==> config.mk <==
export PLATFORM = sky130hd
export DESIGN_NAME = uart_lp
export DESIGN_NICKNAME = d
export VERILOG_FILES = /design/src/rtl/uart_lp_pkg.sv /design/src/rtl/uart_lp_baud.sv /design/src/rtl/uart_lp_tx.sv /design/src/rtl/uart_lp_rx.sv /design/src/rtl/uart_lp.sv
export SDC_FILE = /design/constraint.sdc
export NUM_CORES = 1
export LEC_CHECK = 0
export ABC_AREA = 1
export BUFFER_PORTS_ARGS = -buffer_cell sky130_fd_sc_hd__buf_2
export CORE_ASPECT_RATIO = 1.75
export CORE_UTILIZATION = 54
export DETAILED_ROUTE_END_ITERATION = 6
export GPL_ROUTABILITY_DRIVEN = 1
export PLACE_DENSITY = 0.73
export SLEW_MARGIN = 25
export SYNTH_ARGS = -nofsm -noshare
export SYNTH_HDL_FRONTEND = slang
export SYNTH_SLANG_ARGS = --single-unit
==> constraint.sdc <==
create_clock -name clk -period 2 [get_ports clk]
set_clock_uncertainty 0.15 [all_clocks]
set_input_delay 0.4 -clock clk [delete_from_list [all_inputs] [get_ports clk]]
set_output_delay 0.4 -clock clk [all_outputs]
set_load 0.005 [all_outputs]
==> src/rtl/uart_lp_pkg.sv <==
package uart_lp_pkg;

    localparam int CHAR_W = 8;
    localparam int OVS    = 16;
    localparam int PH_W   = $clog2(OVS);
    localparam int IDX_W  = $clog2(CHAR_W);

    localparam logic [1:0] ADDR_DATA = 2'd0;
    localparam logic [1:0] ADDR_DIV  = 2'd1;
    localparam logic [1:0] ADDR_CTRL = 2'd2;
    localparam logic [1:0] ADDR_STAT = 2'd3;

    typedef enum logic [1:0] {
        FR_IDLE  = 2'd0,
        FR_START = 2'd1,
        FR_DATA  = 2'd2,
        FR_STOP  = 2'd3
    } frame_st_t;

    typedef struct packed {
        frame_st_t          st;
        logic [PH_W-1:0]    ph;
        logic [IDX_W-1:0]   idx;
        logic [CHAR_W-1:0]  sh;
    } frame_ctx_t;

    localparam frame_ctx_t CTX_IDLE = '{st: FR_IDLE, ph: '0, idx: '0, sh: '0};

    function automatic logic ph_last(input logic [PH_W-1:0] ph);
        return ph == PH_W'(OVS - 1);
    endfunction

    function automatic logic ph_mid(input logic [PH_W-1:0] ph);
        return ph == PH_W'(OVS / 2 - 1);
    endfunction

    function automatic logic idx_last(input logic [IDX_W-1:0] idx);
        return idx == IDX_W'(CHAR_W - 1);
    endfunction

    function automatic logic [2:0] pack_status(input logic busy, input logic valid,
                                               input logic quiet);
        return {quiet, valid, busy};
    endfunction

endpackage

==> src/rtl/uart_lp_baud.sv <==
module uart_lp_baud #(
    parameter int DIV_W = 8
) (
    input  logic             clk,
    input  logic             rst,
    input  logic             en,
    input  logic [DIV_W-1:0] div,
    output logic             tick
);
    logic [DIV_W-1:0] cnt;
    logic             wrap;

    assign wrap = cnt >= div;
    assign tick = en && wrap;

    always_ff @(posedge clk) begin
        if (rst) begin
            cnt <= '0;
        end else if (en) begin
            cnt <= wrap ? '0 : cnt + 1'b1;
        end
    end
endmodule

==> src/rtl/uart_lp_tx.sv <==
module uart_lp_tx
    import uart_lp_pkg::*;
(
    input  logic              clk,
    input  logic              rst,
    input  logic              en,
    input  logic              tick,
    input  logic              load,
    input  logic [CHAR_W-1:0] load_data,
    output logic              txd,
    output logic              idle,
    output frame_ctx_t        ctx_o
);
    frame_ctx_t ctx;

    always_ff @(posedge clk) begin
        if (rst) begin
            ctx <= CTX_IDLE;
            txd <= 1'b1;
        end else if (en) begin
            if (ctx.st == FR_IDLE) begin
                if (load) begin
                    ctx.st <= FR_START;
                    ctx.ph <= '0;
                    ctx.sh <= load_data;
                    txd    <= 1'b0;
                end
            end else if (tick) begin
                ctx.ph <= ctx.ph + 1'b1;
                if (ph_last(ctx.ph)) begin
                    case (ctx.st)
                        FR_START: begin
                            ctx.st  <= FR_DATA;
                            ctx.idx <= '0;
                            txd     <= ctx.sh[0];
                            ctx.sh  <= ctx.sh >> 1;
                        end
                        FR_DATA: begin
                            if (idx_last(ctx.idx)) begin
                                ctx.st <= FR_STOP;
                                txd    <= 1'b1;
                            end else begin
                                ctx.idx <= ctx.idx + 1'b1;
                                txd     <= ctx.sh[0];
                                ctx.sh  <= ctx.sh >> 1;
                            end
                        end
                        default: ctx.st <= FR_IDLE;
                    endcase
                end
            end
        end
    end

    assign idle  = ctx.st == FR_IDLE;
    assign ctx_o = ctx;
endmodule

==> src/rtl/uart_lp_rx.sv <==
module uart_lp_rx
    import uart_lp_pkg::*;
(
    input  logic              clk,
    input  logic              rst,
    input  logic              en,
    input  logic              tick,
    input  logic              allow_start,
    input  logic              rxd,
    output logic              done,
    output logic [CHAR_W-1:0] byte_o,
    output logic              idle,
    output frame_ctx_t        ctx_o
);
    frame_ctx_t ctx;
    logic [1:0] sync;
    logic       rxs;

    assign rxs = sync[1];

    always_ff @(posedge clk) begin
        if (rst) begin
            sync <= 2'b11;
        end else if (en) begin
            sync <= {sync[0], rxd};
        end
    end

    always_ff @(posedge clk) begin
        if (rst) begin
            ctx <= CTX_IDLE;
        end else if (en && tick) begin
            case (ctx.st)
                FR_IDLE: begin
                    if (allow_start && !rxs) begin
                        ctx.st <= FR_START;
                        ctx.ph <= '0;
                    end
                end
                FR_START: begin
                    ctx.ph <= ctx.ph + 1'b1;
                    if (ph_mid(ctx.ph)) begin
                        if (!rxs) begin
                            ctx.st  <= FR_DATA;
                            ctx.ph  <= '0;
                            ctx.idx <= '0;
                        end else begin
                            ctx.st <= FR_IDLE;
                        end
                    end
                end
                FR_DATA: begin
                    ctx.ph <= ctx.ph + 1'b1;
                    if (ph_last(ctx.ph)) begin
                        ctx.sh <= {rxs, ctx.sh[CHAR_W-1:1]};
                        if (idx_last(ctx.idx)) begin
                            ctx.st <= FR_STOP;
                        end else begin
                            ctx.idx <= ctx.idx + 1'b1;
                        end
                    end
                end
                default: begin
                    ctx.ph <= ctx.ph + 1'b1;
                    if (ph_last(ctx.ph)) begin
                        ctx.st <= FR_IDLE;
                    end
                end
            endcase
        end
    end

    assign done   = en && tick && (ctx.st == FR_STOP) && ph_last(ctx.ph) && rxs;
    assign byte_o = ctx.sh;
    assign idle   = ctx.st == FR_IDLE;
    assign ctx_o  = ctx;
endmodule

==> src/rtl/uart_lp.sv <==
module uart_lp
    import uart_lp_pkg::*;
#(
    parameter int              REG_W    = 8,
    parameter logic [REG_W-1:0] DIV_INIT = 3
) (
    input  logic             clk,
    input  logic             rst,
    input  logic             wr_en,
    input  logic [1:0]       wr_addr,
    input  logic [REG_W-1:0] wr_data,
    input  logic             rd_en,
    input  logic [1:0]       rd_addr,
    output logic [REG_W-1:0] rd_data,
    input  logic             rxd,
    output logic             txd,
    input  logic             doze_req,
    input  logic             stop_req,
    output logic             quiescent
);
    logic              doze_en;
    logic              doze_pend;
    logic              doze_halt;
    logic              clk_en;
    logic [REG_W-1:0]  div_q;
    logic              tick;
    logic              hold_full;
    logic [CHAR_W-1:0] hold_data;
    logic              tx_take;
    logic              tx_idle;
    logic              rx_idle;
    logic              rx_done;
    logic [CHAR_W-1:0] rx_byte;
    logic              rx_valid;
    logic [CHAR_W-1:0] rx_buf;
    frame_ctx_t        tx_ctx;
    frame_ctx_t        rx_ctx;

    assign doze_pend = doze_req && doze_en;
    assign clk_en    = !stop_req && !doze_halt;
    assign quiescent = stop_req || doze_halt;
    assign tx_take   = clk_en && tx_idle && hold_full && !doze_pend;

    always_ff @(posedge clk) begin
        if (rst) begin
            doze_halt <= 1'b0;
        end else begin
            doze_halt <= doze_pend && (doze_halt || (tx_idle && rx_idle));
        end
    end

    always_ff @(posedge clk) begin
        if (rst) begin
            doze_en   <= 1'b0;
            div_q     <= DIV_INIT;
            hold_full <= 1'b0;
            hold_data <= '0;
            rx_valid  <= 1'b0;
            rx_buf    <= '0;
        end else begin
            if (tx_take) begin
                hold_full <= 1'b0;
            end
            if (!stop_req) begin
                if (rd_en && rd_addr == ADDR_DATA) begin
                    rx_valid <= 1'b0;
                end
                if (wr_en) begin
                    case (wr_addr)
                        ADDR_DATA: begin
                            if (!hold_full) begin
                                hold_full <= 1'b1;
                                hold_data <= wr_data[CHAR_W-1:0];
                            end
                        end
                        ADDR_DIV:  div_q   <= wr_data;
                        ADDR_CTRL: doze_en <= wr_data[0];
                        default: ;
                    endcase
                end
            end
            if (rx_done) begin
                rx_valid <= 1'b1;
                rx_buf   <= rx_byte;
            end
        end
    end

    always_comb begin
        case (rd_addr)
            ADDR_DATA: rd_data = REG_W'(rx_buf);
            ADDR_DIV:  rd_data = div_q;
            ADDR_CTRL: rd_data = REG_W'(doze_en);
            default:   rd_data = REG_W'(pack_status(!tx_idle || hold_full, rx_valid, quiescent));
        endcase
    end

    uart_lp_baud #(.DIV_W(REG_W)) u_baud (
        .clk  (clk),
        .rst  (rst),
        .en   (clk_en),
        .div  (div_q),
        .tick (tick)
    );

    uart_lp_tx u_tx (
        .clk       (clk),
        .rst       (rst),
        .en        (clk_en),
        .tick      (tick),
        .load      (tx_take),
        .load_data (hold_data),
        .txd       (txd),
        .idle      (tx_idle),
        .ctx_o     (tx_ctx)
    );

    uart_lp_rx u_rx (
        .clk         (clk),
        .rst         (rst),
        .en          (clk_en),
        .tick        (tick),
        .allow_start (!doze_pend),
        .rxd         (rxd),
        .done        (rx_done),
        .byte_o      (rx_byte),
        .idle        (rx_idle),
        .ctx_o       (rx_ctx)
    );
endmodule

### Yosys cells after proc, flatten, opt, wreduce, memory -nomap -nowiden

Cells that the tools add are included.

* register bits after elaboration: 73
* bits of input ports: 19

* add/sub/neg operators: 5
* $lt $le $gt $ge: 1
* equal/unequal tests: 25
* muxes and demuxes: 38
* bitwise logic cells: 3
* reduce and logical (&&, ||, !) cells: 46

Operator list (count)
* 11-bit two-way mux: 3
* 8-bit two-way mux: 3
* 8-bit one-hot mux with 3 select lines: 1
* 6-bit AND reduction: 4
* 11-bit one-hot mux with 2 select lines: 1
* 6-bit two-way mux: 3
* 6-bit one-hot mux with 3 select lines: 1
* 17-bit two-way mux: 1
* 1-bit logical AND: 14
* 1-bit two-way mux: 13
* 2-bit two-way mux: 6
* 3-bit AND reduction: 4
* 2-bit == test (second input constant): 5
* 2-bit by 1-bit inequality test with 1-bit output (second input constant): 5
* 5-bit AND reduction: 2
* 2-bit nonzero test: 5
* 9-bit two-way mux: 1
* 4-bit by 1-bit adder with 4-bit output (second input constant): 2
* 8-bit by 1-bit adder with 8-bit output (second input constant): 1
* 2-bit by 1-bit == test with 1-bit output (second input constant): 4
* 4-bit == test (second input constant): 2
* 8-bit greater-or-equal comparator: 1
* 2-bit zero test: 4
* 2-bit inequality test (second input constant): 4
* other kinds (16): 28

### Logic depth before layout (Yosys ltp)

* depth in word-level cells: 10
* gate-level depth with buffers: 16
* gate-level depth less buffers: 15

### By module

From an unflattened synthesis, not the netlist that was laid out.

* cells, all modules: 570
* area total of the unflattened synthesis: 4020.1 um^2

By module, submodules not included
* uart_lp: instances 1, cells an instance 189, area an instance 1308.8 um^2, sequential area each 560.5 um^2
* uart_lp_tx: instances 1, cells an instance 167, area an instance 1118.6 um^2, sequential area each 360.3 um^2
* uart_lp_rx: instances 1, cells an instance 135, area an instance 1009.7 um^2, sequential area each 380.4 um^2
* uart_lp_baud: instances 1, cells an instance 79, area an instance 583.1 um^2, sequential area each 160.2 um^2

### Least setup slack after synthesis

No wires, ideal clock.

* path kind: reg2reg
* start: register u_baud.cnt[0]
* end: register rx_buf[7]
* arrival time: 1673 ps
* path slack: 58 ps
* stages on the path, launching flop included: 13
* path buffers: 1
* cells stage by stage: dfxtp_1 inv_1 ha_1 nand2_1 nor2_1 nor2_1 nand2_1 nand2_1 a21oi_2 nand2_1 buf_2 o21ai_0 a21oi_1

* word-level cells in the longest chain between the ends: 6

Ends and longest elaborated chain
* start, declared: RTL line uart_lp_baud.sv:10 `logic [DIV_W-1:0] cnt;`
* start signal, assigned: RTL line uart_lp_baud.sv:20 `cnt <= wrap ? '0 : cnt + 1'b1;`
* 8-bit greater-or-equal comparator: RTL line uart_lp_baud.sv:13 `assign wrap = cnt >= div;`
* 1-bit logical AND: RTL line uart_lp_baud.sv:14 `assign tick = en && wrap;`
* 1-bit logical AND (4 in a row): RTL line uart_lp_rx.sv:73 `assign done = en && tick && (ctx.st == FR_STOP) && ph_last(ctx.ph) && rxs;`
* end signal, assigned: RTL line uart_lp.sv:84 `rx_buf <= rx_byte;`
* end, declared: RTL line uart_lp.sv:35 `logic [CHAR_W-1:0] rx_buf;`

No other way between the ends.
A chain may end at the register's enable or synchronous reset.

### Final worst setup path

* start: register div_q[0]
* end: register u_tx.ctx, in the netlist u_tx.ctx_o[0]

* word-level cells in the longest chain between the ends: 4

Ends and longest elaborated chain
* start, declared: RTL line uart_lp.sv:25 `logic [REG_W-1:0] div_q;`
* start signal, assigned: RTL line uart_lp.sv:76 `ADDR_DIV: div_q <= wr_data;`
* 8-bit greater-or-equal comparator: RTL line uart_lp_baud.sv:13
* 1-bit logical AND: RTL line uart_lp_baud.sv:14
* 2-bit nonzero test (no source line)
* 6-bit AND reduction (no source line)
* end, declared: RTL line uart_lp_tx.sv:14 `frame_ctx_t ctx;`

No other way between the ends.

==> impl_metrics.json <==
{
  "synth_cell_types": 39,
  "layout_setup_ws_ns": -0.000555,
  "die_area_um2": 7210,
  "yosys_register_bits": 73,
  "coreArea_um2": 6590,
  "final_area_um2": 4780,
  "gr-total-overflow": 0,
  "min_period_ns": 2.00,
  "met3_length_um": 317,
  "synthFlopType": "dfxtp_1",
  "synth_common_cells": "nand2_1 (102), dfxtp_1 (73), inv_1 (70)",
  "initial_core_util": 0.563,
  "regArea_um2": 1470,
  "fmax_mhz": 500,
  "synth_top_cell_by_area": "dfxtp_1",
  "drt-total-wl_um": 9430,
  "instances_no_fill": 675,
  "syn_to_final_growth_pct": 28.9,
  "synth_cells": 523,
  "cts_made_buffers": 9,
  "ir_drop_mv": 0.643,
  "drc": 0,
  "grt_max_degree": 54,
  "synth_nets": 561,
  "drive_above_1_share": 0.261,
  "wl_per_cell_um": 14.0,
  "portBuffers": 28,
  "timing.max_cap.violations": 0,
  "drtPass1Iterations": 4,
  "place_ws_ns": -0.0670,
  "fin_nets": 627,
  "status": "complete, but fails checks",
  "drt_iter0_markers": 220,
  "path_clk_slew_ns": 0.06,
  "multi_input_area_um2": 2160,
  "power_density_nw_per_um2": 747,
  "hold_viol_final": 0,
  "final.period_utilization": 1.00,
  "cts_tree": "done",
  "antenna_found_initial": 0,
  "drt-met1-wl_um": 3740,
  "vias": 3630,
  "die_w_um": 64.6,
  "post_dp_cell_area_um2": 4150,
  "clock_path_buffers": 2,
  "routed_via_density": 5.38,
  "rows": 39,
  "diodes": 0,
  "path_max_fanout": 8,
  "hold_class": "in2reg",
  "reg2reg_slack_ns": -0.0006,
  "pin_count": 29,
  "leakagePower_nw": 2.09,
  "dp_hpwl_um": 6500,
  "slew_viol_final": 0,
  "ys_seq_area_frac": 0.394,
  "async_flop_share": 0,
  "cts_sinks": 73,
  "die_h_um": 112,
  "clk_latency_ns": 0.34,
  "setup_viol": 1,
  "grt_pass1_vias": 3392,
  "violations": "negative setup slack",
  "total_power_mw": 3.57,
  "required_ns": 2.09,
  "post_synth.cell_area_avg_um2": 7.09,
  "synth.most_common_cell": "nand2_1",
  "gp_congestion": 0.811,
  "yosysTopAreaCellShare": 0.394,
  "cts-root-buf": "clkbuf_16",
  "dp.cells": 653,
  "ant_nets": 0,
  "start_kind": "register",
  "highest_layer": "met4",
  "maxSlewHeadroom": 0.650,
  "ys.warnings.count": 0,
  "arrival_ns": 2.09,
  "tightest_slew_ns": 0.523,
  "htree_levels": 3,
  "critical_path_class": "reg2reg",
  "netlist_area_um2": 3710,
  "synth_edf_count": 0,
  "crit_path_end_kind": "register",
  "grt_pass1_wl_um": 14800,
  "dr_wl_met2_um": 5040,
  "rsz0062_at_grt": "yes",
  "grt.total_usage": 0.264,
  "synthTopCellsByArea": "dfxtp_1 (39%), nand2_1 (10%), inv_1 (7.1%)",
  "fillers": 528
}
[final timing paths]
check	endpoint	depth (start not counted)	startpoint
max	u_tx.ctx_o[0]	13	div_q[0]
min	u_rx.sync[0]	3	rxd
max reg2reg	u_tx.ctx_o[0]	13	div_q[0]
min reg2reg	hold_data[2]	2	hold_data[2]
[per-layer routing]
| layer | track usage | up-vias |
|---|---|---|
| met2 | 0.487 | 85 |
| met1 | 0.282 | 1694 |
| li1 | - | 1828 |
| met3 | 0.0564 | 23 |
| met4 | 0.105 | 0 |
| met5 | 0 | - |
[through the flow]
step	TNS [ns]	hold slack, ns	utilization
4_1_cts	-0.00160	0.145	0.686
6_report	-0.000555	0.146	0.725
3_5_place_dp	-0.515	0.285	0.629
3_3_place_gp	-0.209	0.282	0.629
5_1_grt	-1.03	0.156	0.725
2_1_floorplan	0	0.274	-
[flip-flops by register name (all words and copies together) (netlist names), 2 cells and up]
| name | count |
|---|---|
| u_tx.ctx_o | 17 |
| u_rx.ctx_o | 9 |
| div_q | 8 |
| hold_data | 8 |
| rx_buf | 8 |
| u_baud.cnt | 8 |
| u_rx.byte_o | 8 |
| u_rx.sync | 2 |
[power by group]
part / switching [mW] / internal [mW]
sequential: 0.0174 / 1.48
combinational: 0.214 / 0.144
clock: 0.592 / 1.12
[worst max-delay path, stage by stage (launching register included)]
cell and delay (ns):
dfxtp_1 0.36, ha_4 0.28, nand2_2 0.05, nor2_2 0.12, nor2_1 0.06, nand2_1 0.07
nand2_2 0.08, nand2_4 0.09, buf_6 0.11, nand3_4 0.09, nand2_8 0.15, nand2_8 0.09
nor2_1 0.12, nor2_1 0.05
[kinds of logic after synthesis]
family / Yosys count / synth area share
compound gates: 100 / 0.142
xor+xnor: 6 / 0.0142
fa+ha+maj: 19 / 0.0641
buf+inv: 89 / 0.0959
flops: 73 / 0.394
simple gates: 236 / 0.289
[layout make-up]
type,instances,share of cell area
timing repair buffer,68,0.0964
clock inverter,3,0.0136
inverter,74,0.0581
multi-input combinational,363,0.451
clock buffer,12,0.0516
tap,82,0.0215
sequential,73,0.307
[layout by cell type, fill, tap and decap left out, drive strengths merged]
master	n
o31ai	1
ha	19
a22oi	1
or2	2
o22ai	5
nand3	25
xor2	5
clkinv	2
xnor2	1
o221ai	1
bufinv	2
nor2	72
o21ai	38
a21oi	51
nor3	13
inv	73
nand3b	1
nand4	10
o2111ai	1
a21o	1
o211ai	1
clkbuf	12
nor4	1
dfxtp	73
buf	68
nor3b	2
nand2	112
[timing repair]
| action | in CTS | in global routing |
|---|---|---|
| hold buffers | 0 | 0 |
| pin swaps | 3 | 20 |
| setup endpoints to repair | 28 | 51 |
| buffers inserted | 1 | 4 |
| gates cloned | 1 | 1 |
| gates resized for setup | 13 | 56 |
No activity file was read; power rests on OpenSTA's default activity.
